**src/rtl/rep_pkg.sv**
```systemverilog
package rep_pkg;
    // Slow-rate phase: whether the next strobe advances the canceller
    typedef enum logic {
        PH_UPD  = 1'b0,
        PH_HOLD = 1'b1
    } rep_phase_e;
endpackage

```
**src/rtl/rep_pd_path.sv**
```systemverilog
module rep_pd_path #(
    parameter int W = 16
) (
    input  logic                  clk,
    input  logic                  rst,
    input  logic                  stb,
    input  logic signed [W-1:0]   err,
    input  logic signed [W-1:0]   k1,
    input  logic signed [W-1:0]   k2,
    output logic signed [W+1:0]   pd
);
    localparam int PW = 2 * W;

    typedef struct packed {
        logic signed [W-1:0] e1;
        logic signed [W-1:0] e2;
    } pd_st_t;

    pd_st_t st_d, st_q;

    logic signed [PW-1:0] p1, p2;
    logic signed [PW:0]   sum;

    always_comb begin
        p1  = $signed({{W{k1[W-1]}}, k1}) * $signed({{W{st_q.e1[W-1]}}, st_q.e1});
        p2  = $signed({{W{k2[W-1]}}, k2}) * $signed({{W{st_q.e2[W-1]}}, st_q.e2});
        sum = $signed({p1[PW-1], p1}) + $signed({p2[PW-1], p2});
        // floor division by 2^(W-1): keep the upper bits
        pd  = sum[PW:W-1];

        st_d = st_q;
        if (stb) begin
            st_d.e2 = st_q.e1;
            st_d.e1 = err;
        end
    end

    always_ff @(posedge clk) begin
        if (rst) begin
            st_q <= '0;
        end else begin
            st_q <= st_d;
        end
    end
endmodule

```
**src/rtl/rep_im_path.sv**
```systemverilog
module rep_im_path
    import rep_pkg::*;
#(
    parameter int W      = 16,
    parameter int HALF_N = 21,
    parameter int IDX_W  = $clog2(HALF_N)
) (
    input  logic                  clk,
    input  logic                  rst,
    input  logic                  stb,
    input  logic signed [W-1:0]   err,
    input  logic signed [W-1:0]   kim,
    input  logic [IDX_W-1:0]      adv,
    output logic                  upd,
    output logic signed [W-1:0]   u_new,
    output logic signed [W-1:0]   u_hold
);
    localparam int PW   = 2 * W;
    localparam int AW   = PW + 1;
    localparam logic [IDX_W-1:0] LAST = IDX_W'(HALF_N - 1);
    localparam logic signed [AW-1:0] MAXV = AW'((1 << (W - 1)) - 1);
    localparam logic signed [AW-1:0] MINV = -MAXV - AW'(1);

    typedef struct packed {
        logic [HALF_N-1:0][W-1:0] ebuf;
        logic [HALF_N-1:0][W-1:0] ubuf;
        logic [IDX_W-1:0]         wr;
        rep_phase_e               ph;
        logic signed [W-1:0]      hold;
    } im_st_t;

    im_st_t st_d, st_q;

    logic [IDX_W-1:0]     dsel;
    logic [IDX_W:0]       rd_raw;
    logic [IDX_W-1:0]     rd;
    logic signed [W-1:0]  e_old;
    logic signed [W-1:0]  u_old;
    logic signed [PW-1:0] prod;
    logic signed [AW-1:0] acc;

    always_comb begin
        // advance index clamp: d < HALF_N
        dsel   = (adv > LAST) ? LAST : adv;
        rd_raw = {1'b0, st_q.wr} + {1'b0, dsel};
        if (rd_raw >= (IDX_W + 1)'(HALF_N)) begin
            rd_raw = rd_raw - (IDX_W + 1)'(HALF_N);
        end
        rd    = rd_raw[IDX_W-1:0];
        e_old = $signed(st_q.ebuf[rd]);
        u_old = $signed(st_q.ubuf[st_q.wr]);

        prod = $signed({{W{kim[W-1]}}, kim}) * $signed({{W{e_old[W-1]}}, e_old});
        acc  = $signed({{(AW - PW + W - 1){prod[PW-1]}}, prod[PW-1:W-1]})
             + $signed({{(AW - W){u_old[W-1]}}, u_old});
        if (acc > MAXV) begin
            u_new = MAXV[W-1:0];
        end else if (acc < MINV) begin
            u_new = MINV[W-1:0];
        end else begin
            u_new = acc[W-1:0];
        end

        upd  = stb && (st_q.ph == PH_UPD);
        st_d = st_q;
        if (stb) begin
            if (st_q.ph == PH_UPD) begin
                st_d.ebuf[st_q.wr] = err;
                st_d.ubuf[st_q.wr] = u_new;
                st_d.hold          = u_new;
                st_d.wr            = (st_q.wr == LAST) ? '0 : st_q.wr + IDX_W'(1);
                st_d.ph            = PH_HOLD;
            end else begin
                st_d.ph = PH_UPD;
            end
        end
        u_hold = st_q.hold;
    end

    always_ff @(posedge clk) begin
        if (rst) begin
            st_q    <= '0;
            st_q.ph <= PH_UPD;
        end else begin
            st_q <= st_d;
        end
    end
endmodule

```
**src/rtl/rep_axis_ctrl.sv**
```systemverilog
module rep_axis_ctrl #(
    parameter int W      = 16,
    parameter int HALF_N = 21,
    parameter int IDX_W  = $clog2(HALF_N)
) (
    input  logic                  clk,
    input  logic                  rst,
    input  logic                  smp_stb,
    input  logic signed [W-1:0]   err_in,
    input  logic signed [W-1:0]   k1,
    input  logic signed [W-1:0]   k2,
    input  logic signed [W-1:0]   kim,
    input  logic [IDX_W-1:0]      adv,
    output logic signed [W-1:0]   cmd_out,
    output logic                  cmd_vld,
    output logic                  im_step
);
    localparam int SW = W + 3;
    localparam logic signed [SW-1:0] MAXV = SW'((1 << (W - 1)) - 1);
    localparam logic signed [SW-1:0] MINV = -MAXV - SW'(1);

    typedef struct packed {
        logic signed [W-1:0] cmd;
        logic                vld;
        logic                stp;
    } out_st_t;

    out_st_t st_d, st_q;

    logic signed [W+1:0] pd;
    logic                upd;
    logic signed [W-1:0] u_new;
    logic signed [W-1:0] u_hold;
    logic signed [W-1:0] u_cur;
    logic signed [SW-1:0] total;

    rep_pd_path #(.W(W)) i_pd (
        .clk (clk),
        .rst (rst),
        .stb (smp_stb),
        .err (err_in),
        .k1  (k1),
        .k2  (k2),
        .pd  (pd)
    );

    rep_im_path #(.W(W), .HALF_N(HALF_N), .IDX_W(IDX_W)) i_im (
        .clk    (clk),
        .rst    (rst),
        .stb    (smp_stb),
        .err    (err_in),
        .kim    (kim),
        .adv    (adv),
        .upd    (upd),
        .u_new  (u_new),
        .u_hold (u_hold)
    );

    always_comb begin
        u_cur = upd ? u_new : u_hold;
        total = $signed({pd[W+1], pd}) + $signed({{3{u_cur[W-1]}}, u_cur});

        st_d     = st_q;
        st_d.vld = smp_stb;
        st_d.stp = upd;
        if (smp_stb) begin
            if (total > MAXV) begin
                st_d.cmd = MAXV[W-1:0];
            end else if (total < MINV) begin
                st_d.cmd = MINV[W-1:0];
            end else begin
                st_d.cmd = total[W-1:0];
            end
        end
    end

    always_ff @(posedge clk) begin
        if (rst) begin
            st_q <= '0;
        end else begin
            st_q <= st_d;
        end
    end

    assign cmd_out = st_q.cmd;
    assign cmd_vld = st_q.vld;
    assign im_step = st_q.stp;
endmodule

```
**config.mk**
```make
export PLATFORM = sky130hd
export DESIGN_NAME = rep_axis_ctrl
export DESIGN_NICKNAME = d
export VERILOG_FILES = /design/src/rtl/rep_pkg.sv /design/src/rtl/rep_pd_path.sv /design/src/rtl/rep_im_path.sv /design/src/rtl/rep_axis_ctrl.sv
export SDC_FILE = /design/constraint.sdc
export NUM_CORES = 2
export LEC_CHECK = 0
export BUFFER_PORTS_ARGS = -buffer_cell sky130_fd_sc_hd__clkbuf_2
export CORE_ASPECT_RATIO = 0.75
export CORE_MARGIN = 10
export CORE_UTILIZATION = 40
export CTS_BUF_LIST = sky130_fd_sc_hd__clkbuf_2
export DETAILED_ROUTE_END_ITERATION = 10
export PLACE_DENSITY_LB_ADDON = 0.2
export SLEW_MARGIN = 10
export SYNTH_ARGS = -nofsm -noshare
export SYNTH_HDL_FRONTEND = slang
export SYNTH_SLANG_ARGS = --single-unit
export TNS_END_PERCENT = 20
```
**constraint.sdc**
```tcl
create_clock -name clk -period 21.5 [get_ports clk]
set_input_delay 1.075 -clock clk [delete_from_list [all_inputs] [get_ports clk]]
set_output_delay 1.075 -clock clk [all_outputs]
set_load 0.02 [all_outputs]
```
== After elaboration in Yosys (flattened, before gate mapping) ==
Index checks and enable logic that the tools add are counted.
Storage, ports and cells
  register bits: 744
  input bits: 72
  word-level logic and storage cells: 90
Operators by class
  $add $sub $neg: 6
  multiplexer cells: 17
  order comparisons: 9
  reductions and logical operators: 3
  bitwise logic cells: 1
  eq/ne operators: 1
  multipliers: 3
Operators by type and width (count)
  $bwmux 336: 2
  $bmux 16 s5: 2
  $mux 16: 8
  $mul 16x16->32: 3
  $demux 16 s5: 1
  $add 32x32->33: 1
  $gt 33x16->1 const B: 1
  $lt 33x16->1 const B: 1
  $add 18x16->19: 1
  $gt 19x16->1 const B: 1
  $lt 19x16->1 const B: 1
  $add 17x16->18: 1
  $mux 5: 3
  $lt 5x6->1 const B: 2
  $add 5x5->6: 1
  $ge 6x5->1 const B: 1
  $add 5x1->5 const B: 1
  $eq 5x5->1 const B: 1
  $ge 5x1->1 const B: 1
  $gt 5x5->1 const B: 1
  $sub 5x5->5 const B: 1
  $logic_and 1x1->1: 2
  $reduce_and 2->1: 1
  $mux 1: 1
  $not 1->1: 1

== Logic depth before layout (Yosys ltp) ==
  depth after elaboration: 17
  depth in mapped cells: 77
  mapped depth without buffers: 71

== Modules after synthesis ==
A second synthesis with hierarchy kept.
Unflattened totals
  cells, all modules: 6939
  area total of the unflattened synthesis: 62854.0 sq um
By module, submodules not included
  rep_im_path: area an instance 40403.8 sq um, cells each 4576, times used 1
  rep_pd_path: area an instance 20668.6 sq um, cells each 2163, times used 1
  rep_axis_ctrl: area an instance 1781.7 sq um, cells each 200, times used 1

== Least setup slack after synthesis ==
OpenSTA, ideal clock, no wires.
  kind: input -> register
  from: in adv[2]
  to: reg st_q (netlist bit cmd_out[10])
  data arrival time: 15996 ps
  data required time: 21366 ps
  buffers on the path: 8
  library setup time: 134 ps
  path slack: 5370 ps
  stages on the path: 72
  path through: o21ai_0 -> and2_1 -> ha_1 -> fa_1 -> inv_1 -> ha_1 -> nor2b_1 -> o221ai_4 -> o211a_4 -> o211ai_4 -> buf_2 -> buf_2 -> buf_2 -> buf_2 -> nand3_1 -> a32o_1 -> a22oi_1 -> clkbuf_1 -> (+36 left out) -> a21oi_1 -> ha_1 -> fa_1 -> a21o_1 -> a21oi_1 -> o21bai_1 -> a21oi_1 -> o21bai_1 -> a21oi_1 -> o21bai_1 -> a2111oi_0 -> o31ai_1 -> a21oi_1 -> xnor2_1 -> a211o_1 -> a21boi_2 -> buf_4 -> a211oi_1
On the way
  word-level cells in the longest chain between the ends: 17
Ends and longest elaborated chain
  start, declared: RTL line rep_axis_ctrl.sv:13  | input logic [IDX_W-1:0] adv,
  $gt 5x5->1: RTL line rep_im_path.sv:44  | dsel = (adv > LAST) ? LAST : adv;
  $mux 5 (*): RTL line rep_im_path.sv:44
  $add 5x5->6 (*): RTL line rep_im_path.sv:45  | rd_raw = {1'b0, st_q.wr} + {1'b0, dsel};
  $sub 5x5->5 or $ge 6x5->1 (tied branches): RTL line rep_im_path.sv:47, rep_im_path.sv:46
  $mux 5 (*): RTL line rep_im_path.sv:46  | if (rd_raw >= (IDX_W + 1)'(HALF_N)) begin
  $bmux 16 s5 (*): RTL line rep_im_path.sv:50  | e_old = $signed(st_q.ebuf[rd]);
  $mux 16 (implied by the code) (*): RTL line rep_im_path.sv:50
  $mul 16x16->32 (*): RTL line rep_im_path.sv:53  | prod = $signed({{W{kim[W-1]}}, kim}) * $signed({{W{e_old[W-1]}}, e_old});
  $add 17x16->18 (*): RTL line rep_im_path.sv:55  | + $signed({{(AW - W){u_old[W-1]}}, u_old});
  $lt 33x16->1: RTL line rep_im_path.sv:58  | end else if (acc < MINV) begin
  $mux 16: RTL line rep_im_path.sv:58
  $mux 16 (*): RTL line rep_im_path.sv:56  | if (acc > MAXV) begin
  $mux 16 (*): RTL line rep_axis_ctrl.sv:60  | u_cur = upd ? u_new : u_hold;
  $add 18x16->19 (*): RTL line rep_axis_ctrl.sv:61  | total = $signed({pd[W+1], pd}) + $signed({{3{u_cur[W-1]}}, u_cur});
  $lt 19x16->1: RTL line rep_axis_ctrl.sv:69  | end else if (total < MINV) begin
  $mux 16: RTL line rep_axis_ctrl.sv:69
  $mux 16 (*): RTL line rep_axis_ctrl.sv:67  | if (total > MAXV) begin
  end signal, assigned: RTL line rep_axis_ctrl.sv:81  | st_q <= st_d;
  end, declared: RTL line rep_axis_ctrl.sv:28  | out_st_t st_d, st_q;
Mark *: on every way between the ends. The rest lies on a longest branch, timed or not. The select of a mux whose other input is x is not followed.
A chain may end at the register's enable or synchronous reset.

== Final worst setup path ==
  from: reg i_im.st_q[17] in the netlist's numbering
  to: reg st_q (netlist bit cmd_out[10])
On the way
  word-level cells in the longest chain between the ends: 15
Ends and longest elaborated chain
  start, declared: RTL line rep_im_path.sv:32  | im_st_t st_d, st_q;
  start signal, assigned: RTL line rep_im_path.sv:85  | st_q <= st_d;
  $add 5x5->6: RTL line rep_im_path.sv:45
  $sub 5x5->5 or $ge 6x5->1 (tied branches): RTL line rep_im_path.sv:47, rep_im_path.sv:46
  $mux 5: RTL line rep_im_path.sv:46
  $bmux 16 s5: RTL line rep_im_path.sv:50
  $mux 16 (implied by the code): RTL line rep_im_path.sv:50
  $mul 16x16->32: RTL line rep_im_path.sv:53
  $add 17x16->18 (*): RTL line rep_im_path.sv:55
  $lt 33x16->1: RTL line rep_im_path.sv:58
  $mux 16: RTL line rep_im_path.sv:58
  $mux 16 (*): RTL line rep_im_path.sv:56
  $mux 16 (*): RTL line rep_axis_ctrl.sv:60
  $add 18x16->19 (*): RTL line rep_axis_ctrl.sv:61
  $lt 19x16->1: RTL line rep_axis_ctrl.sv:69
  $mux 16: RTL line rep_axis_ctrl.sv:69
  $mux 16 (*): RTL line rep_axis_ctrl.sv:67
Marks and branches as above.

==> summary.md <==
| Metric | Value |
|---|---|
| Worst-Margin Slew | 1.251 ns |
| Pre-antenna DRT Iters | 6 |
| Sum Neg Setup Slack | 0 ns |
| CTS tree | built |
| Worst hold-check path type | primary input to flip-flop |
| CP delay by family, top | compound AO/OA/AOI/OAI gates |
| Routed wire length | around 190000 um |
| Clock root buffer | clkbuf_2 |
| Async SR Flop Fraction | 0% |
| Sequential fraction of the synthesis area | roughly a quarter |
| Crit path DAT | 19.93 ns |
| Via count | 49097 |
| Max Cap Viol | 0 |
| Cts repair resizes | 0 |
| Dpl ws | 2.544 ns |
| Core Region | 154800 um2 |
| Reg2reg setup slack | 2.97 ns |
| DR DRC count | 0 |
| Post-CTS Repair Setup Buffers | 0 |
| Final setup violation count | 0 |
| Vias in the first global route | 49856 |
| First-pass GRT wire length | approximately 300000 um |
| Io pins | 90 |
| Final hold viol count | 0 |
| TritonCTS Buffers | just under 200 |
| Slew Limit Fails | 0 |
| DR iter-0 viols | around 4400 |
| Initial antenna violation count | 6 |
| Global placement routability congestion | 0.8582 |
| Final ANT Viol Nets | 0 |
| Syn Nets | 8349 |
| Post-route insts no fill | 9213 |
| Placed wire-length estimate | 137700 um |
| Synthesis-to-layout area growth | 5.872% |
| Die Footprint | 172100 um2 |
| Share of cells above drive strength 1 | roughly 8.9% |
| H-tree depth | 4 |
| Fmax | 0.05396 GHz |
| Most common cell on crit path | fa_1 |
| Clock Tree Buf Depth | 3 |
| WS Path Type | flip-flop to flip-flop |
| Unrepaired setup endpoints after global routing | no |
| Dpl cells | 8866 |
| Most frequent cells in the layout | nand2_1, inv_1, fa_1 |
| Worst rel slew slack | 16.58% |
| Count of nets after finishing | 8225 |
| #FFs+latches synth | 744 |
| Die Span X | 475.7 um |
| Via-per-instance ratio | about 5.3 |
| Type of origin of the critical path | flip-flop |
| CP max stage cell | a22o_1 |
| Slowest stage delay, CP | between 0.7 and 0.8 ns |
| Crit-path max FO | 29 |
| Syn Area/Cell | 8.701 um2 |
| Commonest non-fill, non-tap cell in the layout | nand2_1 |
| Worst clock skew | 0.1870 ns |
| Sink count of the clock tree | roughly 740 |
| Port Buffers | 89 |
| Fin worst setup slack | 2.968 ns |
| Post-Syn Area | about 62000 um2 |
| GRT Total Usage | 22.48% |
| Most used DFF post-synth | dfxtp_1 |
| Die height | 361.8 um |
| Final min period | roughly 19 ns |
| Initial Utilization | 40.24% |
| Fin crit share | between 80 and 90% |
| Status | complete, no violations |
| CTS clk-pin slew, worst paths | 0.11 ns |
| Post-synth cell types | 90 |
| Worst setup EP type | flip-flop |
| Number of synthesized flops with an enable pin | 0 |
| Wire per inst | 21.03 um |
| Ys Warns | 0 |
| # rows | ~130 |
| Crit path buf inv count | 6 |
| Post-Syn Instances | 7160 |
| Largest net degree at the start of global routing | 219 |
| Hold_buf cts | 3 |
| Hold slack | 0.1252 ns |
| Global route overflow | 0 |
| CP required | 22.89 ns |
| Clk Latency, worst-skew pair | 1.64 ns |
[layer usage]
metal  GRT usage [%]  vias up  routed length [um]
met3           5.292      299               16510
li1                -    22660                   -
met2           33.45     1729               83000
met1           32.24    24407               88970
met5               0        -                   8
met4           6.838        2                5297
[cell type report]
class	instances	area (um2)
antenna	5	12.51
inverter	948	3558
timing repair buffer	179	1151
clock buffer	269	1346
tap	2032	2542
fill	15447	88880
sequential	744	14900
multi-input combinational	4967	42070
clock inverter	69	377.9
[synthesized netlist by cell type, types with 20 or more instances]
cell type / instances / area [um2]
a211oi_1: 356 / 2673
a21o_1: 22 / 165.2
a21oi_1: 452 / 2262
a22o_1: 22 / 192.7
a22oi_1: 32 / 240.2
a311oi_1: 40 / 350.3
a31oi_1: 20 / 125.1
and2_1: 198 / 1239
and3_1: 49 / 306.5
buf_1: 58 / 217.7
buf_2: 51 / 255.2
clkbuf_1: 384 / 1441
dfxtp_1: 744 / 14890
fa_1: 847 / 16960
ha_1: 270 / 3378
inv_1: 947 / 3555
mux2i_1: 48 / 480.5
mux4_2: 82 / 1847
nand2_1: 1433 / 5379
nand2b_1: 68 / 425.4
nand3_1: 87 / 435.4
nor2_1: 466 / 1749
nor2b_1: 127 / 794.5
o21ai_0: 54 / 270.3
xnor2_1: 74 / 648.1
[worst paths after layout]
check | startpoint | end | cells after the start
worst min register to register | i_im.st_q[415] | i_im.st_q[415] | 2
worst min-delay path | err_in[1] | i_im.st_q[519] | 3
worst max register to register | i_im.st_q[17] | cmd_out[10] | 61
worst max-delay path | i_im.st_q[17] | cmd_out[10] | 61
[kinds of logic (layout without fill, tap and decap cells)]
family,after synthesis,in the layout,synth area share [%]
AO/OA/AOI/OAI,1145,1145,12.28
XOR/XNOR,93,93,1.362
adder cells (fa/ha/maj),1117,1117,32.64
buffers and inverters,1449,1465,8.889
flip-flops,744,744,23.91
multiplexers,133,133,3.838
other,0,5,0
AND/OR/NAND/NOR,2479,2479,17.08
[sequential cells by signal, summed over array words and instances, names as in the netlist]
name	flops
i_im.u_hold	16
i_im.st_q	678
cmd_vld	1
cmd_out	16
i_pd.st_q	32
im_step	1
[worst reg2reg max path: cells and delay by family, from the launching register on]
family / cells / cell delay (ns)
xor+xnor: 2 / 0.35
flops: 1 / 0.72
simple gates: 6 / 1.27
fa+ha+maj: 13 / 5.58
buf+inv: 6 / 1.25
compound gates: 34 / 9.15
[through the flow]
stage          utilization, %  instance area (um2)
3_3_place_gp            41.45                64180
6_report                42.60                65960
4_1_cts                 42.59                65940
3_5_place_dp            41.45                64180
2_1_floorplan               -                62300
5_1_grt                 42.60                65960
Power is left out: the tool's default activity adds up to more than one toggle a clock period on the data nets, which glitch-free logic cannot reach.
